[config.mk]
export PLATFORM = sky130hd
export DESIGN_NAME = gpio_mask_port
export DESIGN_NICKNAME = d
export VERILOG_FILES = /design/src/rtl/gpio_mask_pkg.sv /design/src/rtl/gpio_mask_ctrl.sv /design/src/rtl/gpio_mask_dp.sv /design/src/rtl/gpio_mask_port.sv
export SDC_FILE = /design/constraint.sdc
export NUM_CORES = 1
export LEC_CHECK = 0
export BUFFER_PORTS_ARGS = -buffer_cell sky130_fd_sc_hd__buf_4
export CAP_MARGIN = 20
export CORE_ASPECT_RATIO = 0.6
export CORE_UTILIZATION = 45
export CTS_CLUSTER_DIAMETER = 100
export DETAILED_ROUTE_END_ITERATION = 6
export MAX_ROUTING_LAYER = met4
export PLACE_DENSITY = 0.78
export SLEW_MARGIN = 20
export SYNTH_ARGS = -nofsm -noshare
export SYNTH_HDL_FRONTEND = slang
export SYNTH_HIERARCHICAL = 1
export SYNTH_SLANG_ARGS = --single-unit
[constraint.sdc]
create_clock -name clk -period 3.7 [get_ports clk]
set_clock_uncertainty 0.2 [all_clocks]
set_input_delay 0.185 -clock clk [delete_from_list [all_inputs] [get_ports clk]]
set_output_delay 0.185 -clock clk [all_outputs]
set_load 0.01 [all_outputs]
[src/rtl/gpio_mask_pkg.sv]
package gpio_mask_pkg;
  localparam int MASK_W = 8;

  typedef enum logic [3:0] {
    RD_NONE, RD_DATA, RD_DIR, RD_SENSE, RD_BOTH, RD_EVENT,
    RD_ENABLE, RD_RAW, RD_MASKED, RD_MODE, RD_PID, RD_CID
  } rdSel_e;

  typedef struct packed {
    logic              wrData;
    logic              wrDir;
    logic              wrSense;
    logic              wrBoth;
    logic              wrEvent;
    logic              wrEnable;
    logic              wrClear;
    logic              wrMode;
    logic [MASK_W-1:0] mask;
    logic [1:0]        idIdx;
    rdSel_e            rdSel;
  } ctrlStrobe_t;
endpackage

[src/rtl/gpio_mask_ctrl.sv]
module gpio_mask_ctrl
  import gpio_mask_pkg::*;
#(
  parameter int WORD_W = MASK_W + 2
) (
  input  logic              clk,
  input  logic              rstN,
  input  logic              busSel,
  input  logic              busWr,
  input  logic [WORD_W-1:0] wordIdx,
  output ctrlStrobe_t       strb
);
  localparam logic [WORD_W-1:0] W_DIR    = WORD_W'(1 << MASK_W);
  localparam logic [WORD_W-1:0] W_SENSE  = W_DIR + 1;
  localparam logic [WORD_W-1:0] W_BOTH   = W_DIR + 2;
  localparam logic [WORD_W-1:0] W_EVENT  = W_DIR + 3;
  localparam logic [WORD_W-1:0] W_ENABLE = W_DIR + 4;
  localparam logic [WORD_W-1:0] W_RAW    = W_DIR + 5;
  localparam logic [WORD_W-1:0] W_MASKED = W_DIR + 6;
  localparam logic [WORD_W-1:0] W_CLEAR  = W_DIR + 7;
  localparam logic [WORD_W-1:0] W_MODE   = W_DIR + 8;
  localparam logic [WORD_W-3:0] GRP_CID  = '1;
  localparam logic [WORD_W-3:0] GRP_PID  = GRP_CID - 1'b1;

  logic wrEn, rdEn, inDataWin;
  assign wrEn      = busSel & busWr;
  assign rdEn      = busSel & ~busWr;
  assign inDataWin = (wordIdx[WORD_W-1:MASK_W] == '0);

  always_comb begin
    strb       = '0;
    strb.rdSel = RD_NONE;
    strb.mask  = wordIdx[MASK_W-1:0];
    strb.idIdx = wordIdx[1:0];
    if (inDataWin) begin
      strb.wrData = wrEn;
      if (rdEn) strb.rdSel = RD_DATA;
    end else if (wordIdx[WORD_W-1:2] == GRP_CID) begin
      if (rdEn) strb.rdSel = RD_CID;
    end else if (wordIdx[WORD_W-1:2] == GRP_PID) begin
      if (rdEn) strb.rdSel = RD_PID;
    end else begin
      unique case (wordIdx)
        W_DIR:    begin strb.wrDir    = wrEn; if (rdEn) strb.rdSel = RD_DIR;    end
        W_SENSE:  begin strb.wrSense  = wrEn; if (rdEn) strb.rdSel = RD_SENSE;  end
        W_BOTH:   begin strb.wrBoth   = wrEn; if (rdEn) strb.rdSel = RD_BOTH;   end
        W_EVENT:  begin strb.wrEvent  = wrEn; if (rdEn) strb.rdSel = RD_EVENT;  end
        W_ENABLE: begin strb.wrEnable = wrEn; if (rdEn) strb.rdSel = RD_ENABLE; end
        W_RAW:    begin if (rdEn) strb.rdSel = RD_RAW;    end
        W_MASKED: begin if (rdEn) strb.rdSel = RD_MASKED; end
        W_CLEAR:  begin strb.wrClear  = wrEn; end
        W_MODE:   begin strb.wrMode   = wrEn; if (rdEn) strb.rdSel = RD_MODE;   end
        default:  ;
      endcase
    end
  end

  // At most one register write strobe per access; read-only words raise none.
  assert_single_strobe_R12: assert property (@(posedge clk) disable iff (!rstN)
    $onehot0({strb.wrData, strb.wrDir, strb.wrSense, strb.wrBoth,
              strb.wrEvent, strb.wrEnable, strb.wrClear, strb.wrMode}));

  assert_no_write_on_read_R12: assert property (@(posedge clk) disable iff (!rstN)
    (busSel && !busWr) |-> !(strb.wrData || strb.wrDir || strb.wrClear || strb.wrMode));
endmodule

[src/rtl/gpio_mask_dp.sv]
module gpio_mask_dp
  import gpio_mask_pkg::*;
#(
  parameter int          PORT_W    = MASK_W,
  parameter int          SYNC_N    = 2,
  parameter logic [31:0] PERIPH_ID = 32'h0041_2A5C,
  parameter logic [31:0] CELL_ID   = 32'hB105_F00D
) (
  input  logic              clk,
  input  logic              rstN,
  input  ctrlStrobe_t       strb,
  input  logic [PORT_W-1:0] wdata,
  input  logic [PORT_W-1:0] pinIn,
  output logic [31:0]       rdata,
  output logic [PORT_W-1:0] pinOut,
  output logic [PORT_W-1:0] pinOe,
  output logic [PORT_W-1:0] modeSel,
  output logic              irq
);
  logic [PORT_W-1:0] dataReg, dirReg, senseReg, bothReg, eventReg, enableReg, modeReg;
  logic [PORT_W-1:0] edgeLatch, edgeHit, levelHit, rawStat, maskedStat, pinState;
  logic [SYNC_N:0][PORT_W-1:0] syncChain;
  logic [PORT_W-1:0] inSync, inPrev, maskBits;

  assign maskBits = strb.mask[PORT_W-1:0];
  assign inSync   = syncChain[SYNC_N-1];
  assign inPrev   = syncChain[SYNC_N];

  always_ff @(posedge clk or negedge rstN) begin
    if (!rstN) begin
      dataReg <= '0; dirReg <= '0; senseReg <= '0; bothReg <= '0;
      eventReg <= '0; enableReg <= '0; modeReg <= '0;
      syncChain <= '0; edgeLatch <= '0;
    end else begin
      syncChain <= {syncChain[SYNC_N-1:0], pinIn};
      if (strb.wrData)   dataReg   <= (dataReg & ~maskBits) | (wdata & maskBits);
      if (strb.wrDir)    dirReg    <= wdata;
      if (strb.wrSense)  senseReg  <= wdata;
      if (strb.wrBoth)   bothReg   <= wdata;
      if (strb.wrEvent)  eventReg  <= wdata;
      if (strb.wrEnable) enableReg <= wdata;
      if (strb.wrMode)   modeReg   <= wdata;
      // A new edge in the same cycle as a clear wins.
      edgeLatch <= (edgeLatch & ~(strb.wrClear ? wdata : '0)) | (edgeHit & ~senseReg);
    end
  end

  for (genvar i = 0; i < PORT_W; i++) begin : g_pin
    logic rise, fall;
    assign rise        = inSync[i] & ~inPrev[i];
    assign fall        = ~inSync[i] & inPrev[i];
    assign edgeHit[i]  = bothReg[i] ? (rise | fall) : (eventReg[i] ? rise : fall);
    assign levelHit[i] = eventReg[i] ? inSync[i] : ~inSync[i];
    assign rawStat[i]  = senseReg[i] ? levelHit[i] : edgeLatch[i];
    assign pinState[i] = dirReg[i] ? dataReg[i] : inSync[i];
  end

  assign maskedStat = rawStat & enableReg;
  assign irq        = |maskedStat;
  assign pinOut     = dataReg;
  assign pinOe      = dirReg;
  assign modeSel    = modeReg;

  always_comb begin
    rdata = '0;
    unique case (strb.rdSel)
      RD_DATA:   rdata[PORT_W-1:0] = pinState & maskBits;
      RD_DIR:    rdata[PORT_W-1:0] = dirReg;
      RD_SENSE:  rdata[PORT_W-1:0] = senseReg;
      RD_BOTH:   rdata[PORT_W-1:0] = bothReg;
      RD_EVENT:  rdata[PORT_W-1:0] = eventReg;
      RD_ENABLE: rdata[PORT_W-1:0] = enableReg;
      RD_RAW:    rdata[PORT_W-1:0] = rawStat;
      RD_MASKED: rdata[PORT_W-1:0] = maskedStat;
      RD_MODE:   rdata[PORT_W-1:0] = modeReg;
      RD_PID:    rdata[7:0]        = PERIPH_ID[strb.idIdx*8 +: 8];
      RD_CID:    rdata[7:0]        = CELL_ID[strb.idIdx*8 +: 8];
      default:   ;
    endcase
  end

  assert_masked_write_R2: assert property (@(posedge clk) disable iff (!rstN)
    strb.wrData |=> ((pinOut ^ $past(pinOut)) & ~$past(maskBits)) == '0);

  assert_dir_write_R5: assert property (@(posedge clk) disable iff (!rstN)
    strb.wrDir |=> pinOe == $past(wdata));

  assert_clear_edge_R7: assert property (@(posedge clk) disable iff (!rstN)
    strb.wrClear |=> (edgeLatch & $past(wdata & ~(edgeHit & ~senseReg))) == '0);

  assert_irq_enabled_R10: assert property (@(posedge clk) disable iff (!rstN)
    irq |-> (enableReg != '0));
endmodule

[src/rtl/gpio_mask_port.sv]
module gpio_mask_port
  import gpio_mask_pkg::*;
#(
  parameter logic [31:0] PERIPH_ID = 32'h0041_2A5C,
  parameter logic [31:0] CELL_ID   = 32'hB105_F00D,
  parameter int          SYNC_N    = 2
) (
  input  logic              clk,
  input  logic              rstN,
  input  logic              busSel,
  input  logic              busWr,
  input  logic [MASK_W+3:0] busAddr,
  input  logic [31:0]       busWdata,
  output logic [31:0]       busRdata,
  input  logic [MASK_W-1:0] pinIn,
  output logic [MASK_W-1:0] pinOut,
  output logic [MASK_W-1:0] pinOe,
  output logic [MASK_W-1:0] modeSel,
  output logic              irq
);
  localparam int ADDR_W = MASK_W + 4;
  localparam int WORD_W = ADDR_W - 2;

  ctrlStrobe_t strb;

  gpio_mask_ctrl #(.WORD_W(WORD_W)) u_ctrl (
    .clk(clk), .rstN(rstN), .busSel(busSel), .busWr(busWr),
    .wordIdx(busAddr[ADDR_W-1:2]), .strb(strb)
  );

  gpio_mask_dp #(
    .PORT_W(MASK_W), .SYNC_N(SYNC_N), .PERIPH_ID(PERIPH_ID), .CELL_ID(CELL_ID)
  ) u_dp (
    .clk(clk), .rstN(rstN), .strb(strb), .wdata(busWdata[MASK_W-1:0]),
    .pinIn(pinIn), .rdata(busRdata), .pinOut(pinOut), .pinOe(pinOe),
    .modeSel(modeSel), .irq(irq)
  );
endmodule

==> run_results.csv, run 1 <==
group,metric,value,unit
outcome,run_status,"finished clean",
logic_synthesis,seq_area_frac_synth,42.1,%
drt,post_drt_via_cell_ratio,5.53,
floorplan,rows,30,
drt,drt-initial-drc-count,327,
sta,setup_total_negative_slack,0,ns
placement,gpl.final_weighted_congestion,0.968,
clock_tree,tritoncts,"done",
clock_tree,library_cell_used_as_clock_root_buffer,"sky130_fd_sc_hd__clkbuf_16",
logic_synthesis,yosys.cell_types.count,58,
drt,detail_route.wl_per_cell,18.3,um
sta,rsz0062_at_grt,"no",
clock_tree,htree_num_levels,3,
drt,via_count,3999,
logic_synthesis,syn-instance-count,489,
global_route,grt_pass1_vias,3843,
sta,final.period_utilization,85.9,%
logic_synthesis,synth.area.top_cells,"sky130_fd_sc_hd__dfrtp_1 (42%), sky130_fd_sc_hd__mux2_2 (15%), sky130_fd_sc_hd__buf_4 (5.6%), sky130_fd_sc_hd__ha_1 (5.3%), sky130_fd_sc_hd__nand2_1 (3.5%)",
logic_synthesis,synth-async-reset-ratio,100,%
drt,antenna_violating_nets_post_route,0,
floorplan,floorplan.io_pins,113,
floorplan,core_region_area,11300,sq um
logic_synthesis,synth_enable_flop_cells,0,
floorplan,die_height,85.5,um
power,power,2.10,mW
worst_setup_path,setup.worst_path.class,"in2out",
finish,final.fill_count,985,
floorplan,die_w,141,um
logic_synthesis,yosys_top_cell_by_area,"sky130_fd_sc_hd__dfrtp_1",
floorplan,initial_utilization,46.3,%
sta,drv_slew,0,
global_route,grt.overflow.total,0,
placement,dp_hpwl,9620,um
worst_setup_path,worst-path-max-fanout,6,
clock_tree,cts.repair.resized,0,
clock_tree,clock_sinks,88,
logic_synthesis,synth.top_cell.area_share,42.1,%
global_route,grt_util_all_layers,23.9,%
clock_tree,worstSkewPairLatency,0.34,ns
sta,min_period,3.18,ns
drt,finalWirelength,13200,um
worst_setup_path,critical_path.startpoint_type,"input pin",
power,power.ir.vdd_worst,0.221,mV
clock_tree,clk_transition_reported_paths,0.06,ns
global_route,grt_max_degree,89,
logic_synthesis,synth-seq-cells,88,
finish,area.growth.synth_to_final,17.5,%
clock_tree,clockBufferDepth,2,
sta,hold_viol,0,
sta,finalSetupViolations,0,
clock_tree,tritoncts.num_buffers,9,
worst_hold_path,worst_hold_path_class,"in2reg",
drt,drc_errors,0,
placement,portBuffers,62,
worst_setup_path,critical_path_required,3.31,ns
power,power.density,342,nW/um^2
global_route,global_route_wire_length_before_repair,20800,um
drt,detail_route.first_pass.iterations,5,
logic_synthesis,dominantRegCellSynth,"sky130_fd_sc_hd__dfrtp_1",
run,timing.max_cap.violations,0,
finish,design.final.nets,636,
power,power_leakage,2.83,nW
global_route,antenna_found_initial,0,
sta,slew-limit-headroom,33.1,%
logic_synthesis,ys_warn_count,6,
worst_setup_path,cp.arrival,2.79,ns
worst_setup_path,cp-end-kind,"output pin",
finish,final_layout_size_suffix_gt1_share,30.6,%
logic_synthesis,netlist_area,5230,sq um
sta,tightestPinTransition,0.999,ns
finish,n_antenna_cell,0,
sta,fmax,315,MHz
logic_synthesis,postSynthAreaPerCell,10.7,sq um
floorplan,die_area,12100,sq um
layer usage:
| metal | part of all wire (%) | vias to the layer above | track usage (%) |
|---|---|---|---|
| met4 | 1.6 | 0 | 7.21 |
| met1 | 47 | 1954 | 33.9 |
| li1 | - | 1821 | - |
| met3 | 9.7 | 16 | 5.98 |
| met2 | 42 | 208 | 33.5 |
| met5 | 0 | - | - |
kinds of logic (layout without fill, tap and decap cells):
kind of cell    after synthesis  in the layout  synth area share [%]
simple gates                132            132                  14.7
flops                        88             88                  42.1
mux                          86             86                  18.2
compound gates               77             77                  9.58
buf+inv                      74            125                  8.50
fa+ha+maj                    22             22                  5.27
xor+xnor                      9              9                  1.51
other cells                   1             24                0.0718
worst paths after layout:
kind                                        startpoint                           to  cells after the start  slack [ns]
max                                         busAddr[6]                  busRdata[5]                     13        0.52
min                                         busAddr[9]                     register                      3        0.01
max reg2reg                   u_dp/inSync[3]$_DFF_PN0_  u_dp/edgeLatch[3]$_DFF_PN0_                      5        2.18
min reg2reg                u_dp/syncChain[1]$_DFF_PN0_     u_dp/inSync[1]$_DFF_PN0_                      0        0.14
max in group asynchronous                         rstN  u_dp/syncChain[1]$_DFF_PN0_                      2        2.51
min in group asynchronous                         rstN  u_dp/syncChain[0]$_DFF_PN0_                      2        0.27
layout make-up:
class	count	area (sq um)	area share, %
Clock buffer	11	243	3.95
Clock inverter	5	31.3	0.509
Inverter	20	75.1	1.22
Multi-Input combinational cell	350	2680	43.6
Sequential cell	88	2200	35.9
Tap cell	160	200	3.26
Timing Repair Buffer	89	714	11.6
synthesized netlist by cell type, drive strengths merged (9+ instances only):
master / number
clkbuf: 9
nand3: 15
a21oi: 14
o21ai: 27
nand2: 50
mux2i: 16
nor3: 11
mux2: 70
ha: 22
buf: 45
nor2: 9
dfrtp: 88
inv: 20
what timing repair did:
item                      4_1_cts  5_1_grt
setup buffers                   0        0
hold buffers                   17        0
hold endpoints to repair      158        0
where the power goes:
group | switching, mW | internal (mW)
registers | 0.0298 | 1.00
logic | 0.122 | 0.107
clock network | 0.367 | 0.472
metrics by stage:
stage	worst slack [ns]	cells	instance area, sq um	util [%]	hold slack, ns
finish	0.521	723	6140	54.4	0.0104
global route	0.400	723	6140	54.4	0.0282
CTS	0.587	723	6140	54.3	0.00223
detailed placement	0.608	690	5690	50.4	0.0953
global placement	0.646	690	5690	50.4	0.0941
floorplan	0.782	512	5310	-	-0.311
cell usage in the layout, fill, tap and decap left out, types with 3 or more instances in the layout:
master,instances
sky130_fd_sc_hd__a22o_1,4
sky130_fd_sc_hd__nor3_1,10
sky130_fd_sc_hd__nor2_1,9
sky130_fd_sc_hd__ha_1,22
sky130_fd_sc_hd__mux2_2,69
sky130_fd_sc_hd__dlygate4sd3_1,17
sky130_fd_sc_hd__o211ai_1,5
sky130_fd_sc_hd__clkbuf_16,9
sky130_fd_sc_hd__inv_1,20
sky130_fd_sc_hd__nor2b_1,8
sky130_fd_sc_hd__nand2_1,49
sky130_fd_sc_hd__nand4_1,3
sky130_fd_sc_hd__o22ai_1,3
sky130_fd_sc_hd__a211oi_1,3
sky130_fd_sc_hd__mux2i_1,16
sky130_fd_sc_hd__dfrtp_1,88
sky130_fd_sc_hd__a32oi_1,5
sky130_fd_sc_hd__buf_4,71
sky130_fd_sc_hd__nand3_1,15
sky130_fd_sc_hd__conb_1,24
sky130_fd_sc_hd__clkinv_2,3
sky130_fd_sc_hd__o21ai_0,27
sky130_fd_sc_hd__a22oi_1,4
sky130_fd_sc_hd__nand3b_1,8
sky130_fd_sc_hd__a21oi_1,13
sky130_fd_sc_hd__xnor2_1,8
worst max-delay path, stage by stage:
cell                        delay, ns
sky130_fd_sc_hd__buf_4           0.14
sky130_fd_sc_hd__nor4_4          0.43
sky130_fd_sc_hd__nand2_2         0.14
sky130_fd_sc_hd__nor3_2          0.20
sky130_fd_sc_hd__and3b_1         0.27
sky130_fd_sc_hd__nand2_1         0.18
sky130_fd_sc_hd__inv_1           0.10
sky130_fd_sc_hd__ha_1            0.22
sky130_fd_sc_hd__mux2_2          0.28
sky130_fd_sc_hd__a22o_1          0.18
sky130_fd_sc_hd__a2bb2oi_1       0.17
sky130_fd_sc_hd__o211ai_1        0.13
sky130_fd_sc_hd__buf_4           0.17
No activity file was read; power rests on OpenSTA's default activity.
==> run 2, diff against run 1 <==
--- a/config.mk
+++ b/config.mk
@@ -5,6 +5,7 @@
 export SDC_FILE = /design/constraint.sdc
 export NUM_CORES = 1
 export LEC_CHECK = 0
+export ABC_AREA = 1
 export BUFFER_PORTS_ARGS = -buffer_cell sky130_fd_sc_hd__buf_4
 export CAP_MARGIN = 20
 export CORE_ASPECT_RATIO = 0.6
@@ -13,6 +14,7 @@
 export DETAILED_ROUTE_END_ITERATION = 6
 export MAX_ROUTING_LAYER = met4
 export PLACE_DENSITY = 0.78
+export SETUP_SLACK_MARGIN = 0.05
 export SLEW_MARGIN = 20
 export SYNTH_ARGS = -nofsm -noshare
 export SYNTH_HDL_FRONTEND = slang
==> run 2 against run 1 <==
Flip-flop and latch count did not move. Global-route usage rose by 1.5 points. Register-to-register slack improved by 0.17 ns. Final cell count rose by 32%. Non-clock buffer count rose by 6. Synthesized cell count rose by 45%. Core utilization rose by 1.7 points. Wire length rose by 9.9%. Sequential share of layout area fell by 1.2 points. Maximum frequency fell by 7.1%.
==> run_results.csv, run 2 <==
group,metric,value,unit
logic_synthesis,synth-simple-area-share,31.8,%
clock_tree,clockBufferDepth,2,
worst_setup_path,cp.arrival,3.04,ns
worst_hold_path,hold_start,"busAddr[3]",
drt,detail_route.wl_per_cell,15.2,um
floorplan,rows,30,
logic_synthesis,synthMostInstantiatedCell,"sky130_fd_sc_hd__nand2_1",
clock_tree,clk_transition_reported_paths,0.06,ns
worst_setup_path,cpPeakStageDelay,0.53,ns
logic_synthesis,synth-compound-area-share,9.27,%
clock_tree,htree_num_levels,3,
logic_synthesis,synth.area.top_cells,"sky130_fd_sc_hd__dfrtp_1 (42%), sky130_fd_sc_hd__nand2_1 (13%), sky130_fd_sc_hd__nand3_1 (7.9%), sky130_fd_sc_hd__ha_1 (5.2%), sky130_fd_sc_hd__buf_4 (5.1%)",
logic_synthesis,seq_area_frac_synth,41.8,%
drt,antenna_violating_nets_post_route,0,
finish,design.final.nets,868,
worst_setup_path,critical_path.startpoint_type,"input pin",
sta,slew-limit-headroom,30.5,%
floorplan,die_w,142,um
global_route,grt_util_all_layers,25.4,%
floorplan,die_area,12200,sq um
sta,fmax,292,MHz
power,comb_power_share,12.4,%
sta,rsz0062_at_grt,"no",
logic_synthesis,synth.top_cell.area_share,41.8,%
run,timing.max_cap.violations,0,
drt,post_drt_via_cell_ratio,5.25,
sta,setup_total_negative_slack,0,ns
sta,min_period,3.42,ns
power,internal_power,1.66,mW
floorplan,die_height,85.8,um
logic_synthesis,postSynthAreaPerCell,7.44,sq um
finish,final_layout_size_suffix_gt1_share,16.5,%
power,power_switching_share,26.0,%
logic_synthesis,synth-async-reset-ratio,100,%
sta,hold_viol,0,
drt,drt-initial-drc-count,545,
clock_tree,clock_sinks,88,
sta,final.period_utilization,92.5,%
power,power_leakage,3.14,nW
global_route,global_route_wire_length_before_repair,22700,um
worst_setup_path,buffering_stage_count_on_the_worst_path_with_inverters_included,5,
finish,n_antenna_cell,0,
power,power_frac_clock,41.3,%
clock_tree,worstSkewPairLatency,0.34,ns
clock_tree,post-cts-setup-buffer-count,0,
worst_hold_path,worst_hold_path_class,"in2reg",
worst_setup_path,worst-path-max-fanout,9,
finish,final.fill_count,1071,
finish,layout_commonest_cell,"sky130_fd_sc_hd__nand2_1",
finish,area.growth.synth_to_final,20.6,%
worst_setup_path,cp-end-kind,"output pin",
drt,drc_errors,0,
sta,finalSetupViolations,0,
logic_synthesis,combinational_family_with_the_most_area_after_synthesis,"simple AND/OR/NAND/NOR gates",
logic_synthesis,yosys.cell_types.count,29,
worst_setup_path,critical-path-top-delay-family,"simple AND/OR/NAND/NOR gates",
floorplan,floorplan.io_pins,113,
logic_synthesis,mux_share_of_post_synthesis_cell_area,0,%
sta,tightestPinTransition,1.04,ns
finish,fin_area,6350,sq um
power,power.switching,0.585,mW
logic_synthesis,synth-seq-cells,88,
logic_synthesis,yosys_top_cell_by_area,"sky130_fd_sc_hd__dfrtp_1",
placement,cell_area_after_placement,5760,sq um
finish,mostFrequentLayoutCells,"sky130_fd_sc_hd__nand2_1 (183), sky130_fd_sc_hd__dfrtp_1 (88), sky130_fd_sc_hd__nand3_1 (82)",
sta,drv_slew,0,
power,power.ir.vdd_worst,0.233,mV
floorplan,core_region_area,11300,sq um
logic_synthesis,synth_enable_flop_cells,0,
worst_setup_path,critical_path.cell_chain,"dlygate4sd3_1, buf_4, nor2_2, nand2_1, nor2_2, nand3_1, a31oi_4, nand2_2, nor2_4, inv_1, ha_1, nand2_1, nand2_1, inv_1, nand2_1, nand3_1, nor2_1, nand3_1, buf_4",
logic_synthesis,dominantRegCellSynth,"sky130_fd_sc_hd__dfrtp_1",
worst_setup_path,crit_path_frequent_cell,"sky130_fd_sc_hd__nand2_1",
power,power.sequential.fraction,46.3,%
clock_tree,library_cell_used_as_clock_root_buffer,"sky130_fd_sc_hd__clkbuf_16",
logic_synthesis,synthTopCellsByCount,"sky130_fd_sc_hd__nand2_1 (183), sky130_fd_sc_hd__dfrtp_1 (88), sky130_fd_sc_hd__nand3_1 (83)",
global_route,antenna_found_initial,0,
outcome,run_status,"finished clean",
placement,dp_hpwl,10200,um
logic_synthesis,syn-instance-count,708,
worst_setup_path,critical_path_required,3.31,ns
worst_setup_path,timing.critical_path.slowest_stage_cell,"sky130_fd_sc_hd__dlygate4sd3_1",
logic_synthesis,ys_warn_count,6,
logic_synthesis,post_synthesis_share_of_cell_area_spent_on_xor_and_xnor_gates,0,%
placement,portBuffers,62,
drt,via_count,5012,
drt,finalWirelength,14500,um
global_route,grt_pass1_vias,4399,
worst_setup_path,critPathLaunch,"busAddr[5]",
floorplan,initial_utilization,46.5,%
logic_synthesis,arithmetic_cell_share_of_the_synthesized_area_counting_full_adders_half_adders_and_majority_gates,5.23,%
global_route,grt_max_degree,51,
worst_setup_path,setup.worst_path.class,"in2out",
placement,gpl.final_weighted_congestion,0.920,
logic_synthesis,netlist_area,5270,sq um
clock_tree,tritoncts.num_buffers,9,
drt,detail_route.first_pass.iterations,5,
global_route,grt.overflow.total,0,
power,power.density,354,nW/um^2
worst_setup_path,timing.rr.start,"u_dp/inSync[1]$_DFF_PN0_",
clock_tree,tritoncts,"done",
run 2: changes by cell type in the layout (fill, tap and decap cells not counted), sizes merged, moves of 16 or more:
cell   change
mux2      -70
nand2    +138
a21oi     +21
nand3     +69
nor2      +67
mux2i     -16
inv       +59
o21ai     +22
run 2: power by group through the flow:
stage / sequential (mW) / clock, mW / combinational, mW
after global placement: 1.06 / 0 / 0.248
after CTS: 1.04 / 0.951 / 0.275
after global routing: 1.05 / 0.994 / 0.309
after floorplan: 1.06 / 0 / 0.142
final: 1.04 / 0.928 / 0.278
after detailed placement: 1.06 / 0 / 0.253
run 2: final cells by class:
| cell class | count | area [sq um] | area share (%) |
|---|---|---|---|
| repair buffers | 95 | 776 | 12.2 |
| clock inverters | 6 | 68.8 | 1.08 |
| clock buffers | 10 | 239 | 3.76 |
| inverters | 81 | 304 | 4.79 |
| flip-flops and latches | 88 | 2200 | 34.7 |
| multi-input cells | 515 | 2560 | 40.3 |
| well taps | 160 | 200 | 3.15 |
run 2: final timing paths:
check                                                 to  slack [ns]  cells past startpoint
setup / recovery                             busRdata[4]        0.28                     19
hold / removal                                  register        0.07                      3
setup reg to reg             u_dp/edgeLatch[1]$_DFF_PN0_        2.35                      5
hold reg to reg                 u_dp/inSync[0]$_DFF_PN0_        0.15                      0
max in group asynchronous  u_dp/enableReg[2]$_DFFE_PN0P_        2.29                      3
min in group asynchronous       u_dp/inSync[6]$_DFF_PN0_        0.21                      2
run 2: cells by family after synthesis:
kind of cell    count (synthesis)
compound gates                 94
fa+ha+maj                      22
buf+inv                       128
flops                          88
other cells                     1
simple gates                  375
run 2: metrics by stage:
stage	instances	total power, mW	utilization (%)	worst slack (ns)	hold WS (ns)
2_1_floorplan	731	1.20	-	1.17	-0.311
3_3_place_gp	914	1.31	50.8	0.594	0.0308
3_5_place_dp	914	1.31	50.8	0.526	0.0540
4_1_cts	955	2.27	55.8	0.0702	0.0510
5_1_grt	955	2.35	56.0	0.0491	0.0686
6_report	955	2.25	56.0	0.279	0.0658
run 2: timing repair:
item,in CTS,in global routing
endpoints found under the hold margin,102,0
resized for setup,0,5
endpoints found under the setup margin,0,6
hold buffers,25,0
run 2: per-layer routing:
metal  part of all wire [%]  vias up  global-route usage, %
li1                       -     2394                      -
met1                     46     2364                   35.5
met2                     43      230                   36.4
met3                    9.7       24                   6.42
met4                    1.9        0                   7.14
met5                      0        -                      -
run 2: worst register-to-register path, cell delays in order, from the launching register on:
cell	delay, ns
sky130_fd_sc_hd__dfrtp_1	0.42
sky130_fd_sc_hd__inv_1	0.09
sky130_fd_sc_hd__ha_1	0.29
sky130_fd_sc_hd__a21oi_1	0.15
sky130_fd_sc_hd__nand2_1	0.07
sky130_fd_sc_hd__nand2_1	0.06
==> run 3, diff against run 2 <==
--- a/config.mk
+++ b/config.mk
@@ -8,14 +8,13 @@
 export ABC_AREA = 1
 export BUFFER_PORTS_ARGS = -buffer_cell sky130_fd_sc_hd__buf_4
 export CAP_MARGIN = 20
-export CORE_ASPECT_RATIO = 0.6
 export CORE_UTILIZATION = 45
 export CTS_CLUSTER_DIAMETER = 100
 export DETAILED_ROUTE_END_ITERATION = 6
 export MAX_ROUTING_LAYER = met4
 export PLACE_DENSITY = 0.78
 export SETUP_SLACK_MARGIN = 0.05
-export SLEW_MARGIN = 20
+export SLEW_MARGIN = 10
 export SYNTH_ARGS = -nofsm -noshare
 export SYNTH_HDL_FRONTEND = slang
 export SYNTH_HIERARCHICAL = 1
==> run 3 against run 2 <==
Count of clock-buffer cells in the layout grew 4. Critical path type unchanged. Hold slack improved by 0.077 ns. Highest routed layer unchanged. Sequential share of layout area grew 0.18 points. Cell area shrank 0.51%. Flip-flop and latch count unchanged.
==> run_results.csv, run 3 (synthesis results as in run 2) <==
group,metric,value,unit
global_route,global_route_wire_length_before_repair,21400,um
worst_setup_path,worst-path-max-fanout,12,
sta,fmax,291,MHz
floorplan,rows,39,
clock_tree,library_cell_used_as_clock_root_buffer,"sky130_fd_sc_hd__clkbuf_16",
placement,cell_area_after_placement,5740,sq um
finish,design.final.nets,868,
power,power.ir.vdd_worst,0.232,mV
sta,rsz0062_at_grt,"no",
clock_tree,clk_transition_reported_paths,0.06,ns
worst_setup_path,cp.arrival,3.05,ns
drt,post_drt_via_cell_ratio,5.25,
power,power.density,354,nW/um^2
sta,slew-limit-headroom,30.8,%
drt,drc_errors,0,
worst_setup_path,reg2reg_slack,2.37,ns
finish,final.fill_count,1093,
placement,gpl.final_weighted_congestion,0.910,
sta,finalSetupViolations,0,
worst_setup_path,crit_path_frequent_cell,"sky130_fd_sc_hd__nand2_1",
drt,detail_route.first_pass.iterations,5,
worst_setup_path,timing.rr.start,"u_dp/inSync[7]$_DFF_PN0_",
floorplan,floorplan.io_pins,113,
finish,mostFrequentLayoutCells,"sky130_fd_sc_hd__nand2_1 (182), sky130_fd_sc_hd__dfrtp_1 (88), sky130_fd_sc_hd__nand3_1 (82)",
worst_hold_path,hold_start,"u_dp/syncChain[7]$_DFF_PN0_",
sta,drv_slew,0,
drt,drt-initial-drc-count,425,
worst_setup_path,critPathLaunch,"busAddr[2]",
drt,detail_route.wl_per_cell,14.7,um
placement,dp_slack,0.565,ns
floorplan,die_area,12100,sq um
power,power,2.24,mW
power,internal_power,1.68,mW
worst_hold_path,worst_hold_path_class,"reg2reg",
worst_setup_path,buffering_stage_count_on_the_worst_path_with_inverters_included,5,
finish,layout_commonest_cell,"sky130_fd_sc_hd__nand2_1",
sta,setup_total_negative_slack,0,ns
run,timing.max_cap.violations,0,
sta,hold_viol,0,
global_route,grt_max_degree,62,
worst_setup_path,critical-path-top-delay-family,"simple AND/OR/NAND/NOR gates",
outcome,run_status,"finished clean",
placement,dp_hpwl,9400,um
power,power_frac_clock,41.4,%
global_route,grt.overflow.total,0,
worst_setup_path,cp-end-kind,"output pin",
global_route,grt_util_all_layers,24.6,%
worst_setup_path,timing.critical_path.slowest_stage_cell,"sky130_fd_sc_hd__dlygate4sd3_1",
power,power_leakage,3.14,nW
clock_tree,post-cts-setup-buffer-count,0,
floorplan,die_height,110,um
finish,area.growth.synth_to_final,20.0,%
sta,tightestPinTransition,1.03,ns
floorplan,initial_utilization,46.1,%
sta,final.period_utilization,92.7,%
floorplan,core_region_area,11400,sq um
worst_setup_path,cpPeakStageDelay,0.54,ns
global_route,grt_pass1_vias,4333,
finish,n_antenna_cell,0,
worst_setup_path,critical_path_required,3.31,ns
power,power.switching,0.558,mW
worst_setup_path,critical_path.cell_chain,"dlygate4sd3_1, buf_4, nand2_1, clkinv_1, nand3_2, nand2_1, inv_1, a21oi_2, nor2_2, nand2_1, o21ai_0, nor2_1, nand3_1, buf_4",
placement,portBuffers,62,
power,comb_power_share,12.1,%
clock_tree,clock_sinks,88,
power,power.sequential.fraction,46.5,%
global_route,antenna_found_initial,0,
finish,final_layout_size_suffix_gt1_share,16.1,%
drt,antenna_violating_nets_post_route,0,
sta,min_period,3.43,ns
clock_tree,tritoncts.num_buffers,9,
drt,via_count,4923,
power,power_switching_share,24.9,%
sta,finalHoldWorstSlack,0.143,ns
clock_tree,worstSkewPairLatency,0.33,ns
finish,fin_area,6320,sq um
drt,finalWirelength,13800,um
clock_tree,htree_num_levels,3,
floorplan,die_w,110,um
worst_setup_path,setup.worst_path.class,"in2out",
clock_tree,clockBufferDepth,2,
sta,finalWorstSetupSlack,0.269,ns
clock_tree,tritoncts,"done",
worst_setup_path,critical_path.startpoint_type,"input pin",
-- run 3: area by class of cell --
class	count	area (sq um)	area share [%]
Clock buffer	14	264	4.18
Clock inverter	2	37.5	0.594
Tap cell	143	179	2.83
Multi-Input combinational cell	515	2560	40.5
Inverter	81	304	4.81
Timing Repair Buffer	95	776	12.3
Sequential cell	88	2200	34.9
-- run 3: path summary, 6_finish.rpt --
kind                                               end  cells after the start
max                                        busRdata[4]                     14
min                           u_dp/inSync[7]$_DFF_PN0_                      0
max reg2reg                u_dp/edgeLatch[7]$_DFF_PN0_                      5
min reg2reg                   u_dp/inSync[7]$_DFF_PN0_                      0
max in group asynchronous   asynchronous set/reset pin                      3
min in group asynchronous  u_dp/edgeLatch[4]$_DFF_PN0_                      2
-- run 3: worst register-to-register path: stages, from the launching register on --
cell and delay (ns):
sky130_fd_sc_hd__dfrtp_1 0.41, sky130_fd_sc_hd__inv_1 0.08, sky130_fd_sc_hd__ha_1 0.30, sky130_fd_sc_hd__a21oi_1 0.15, sky130_fd_sc_hd__nand2_1 0.08, sky130_fd_sc_hd__nand2_1 0.06
-- run 3: through the flow --
step | utilization (%) | instances
5_1_grt | 55.3 | 938
2_1_floorplan | - | 731
3_5_place_dp | 50.3 | 897
6_report | 55.3 | 938
4_1_cts | 55.1 | 938
3_3_place_gp | 50.3 | 897
-- run 3: power by group through the flow --
stage               clock (mW)  sequential, mW  combinational, mW
floorplan                    0            1.06              0.142
global placement             0            1.06              0.244
detailed placement           0            1.06              0.247
CTS                      0.942            1.04              0.270
global route             0.982            1.05              0.303
finish                   0.927            1.04              0.270
-- run 3: timing repair --
item | CTS | global route
endpoints found under the setup margin | 0 | 5
endpoints found under the hold margin | 118 | 0
resized for setup | 0 | 5
hold buffers | 25 | 0
-- run 3: metal layers --
layer  share of wire [%]  global-route usage, %  vias to the layer above
met5                   0                      -                        -
met4                 3.4                   10.5                        0
met3                 7.1                   4.23                       31
met2                  44                   36.0                      205
met1                  46                   33.6                     2302
li1                    -                      -                     2385
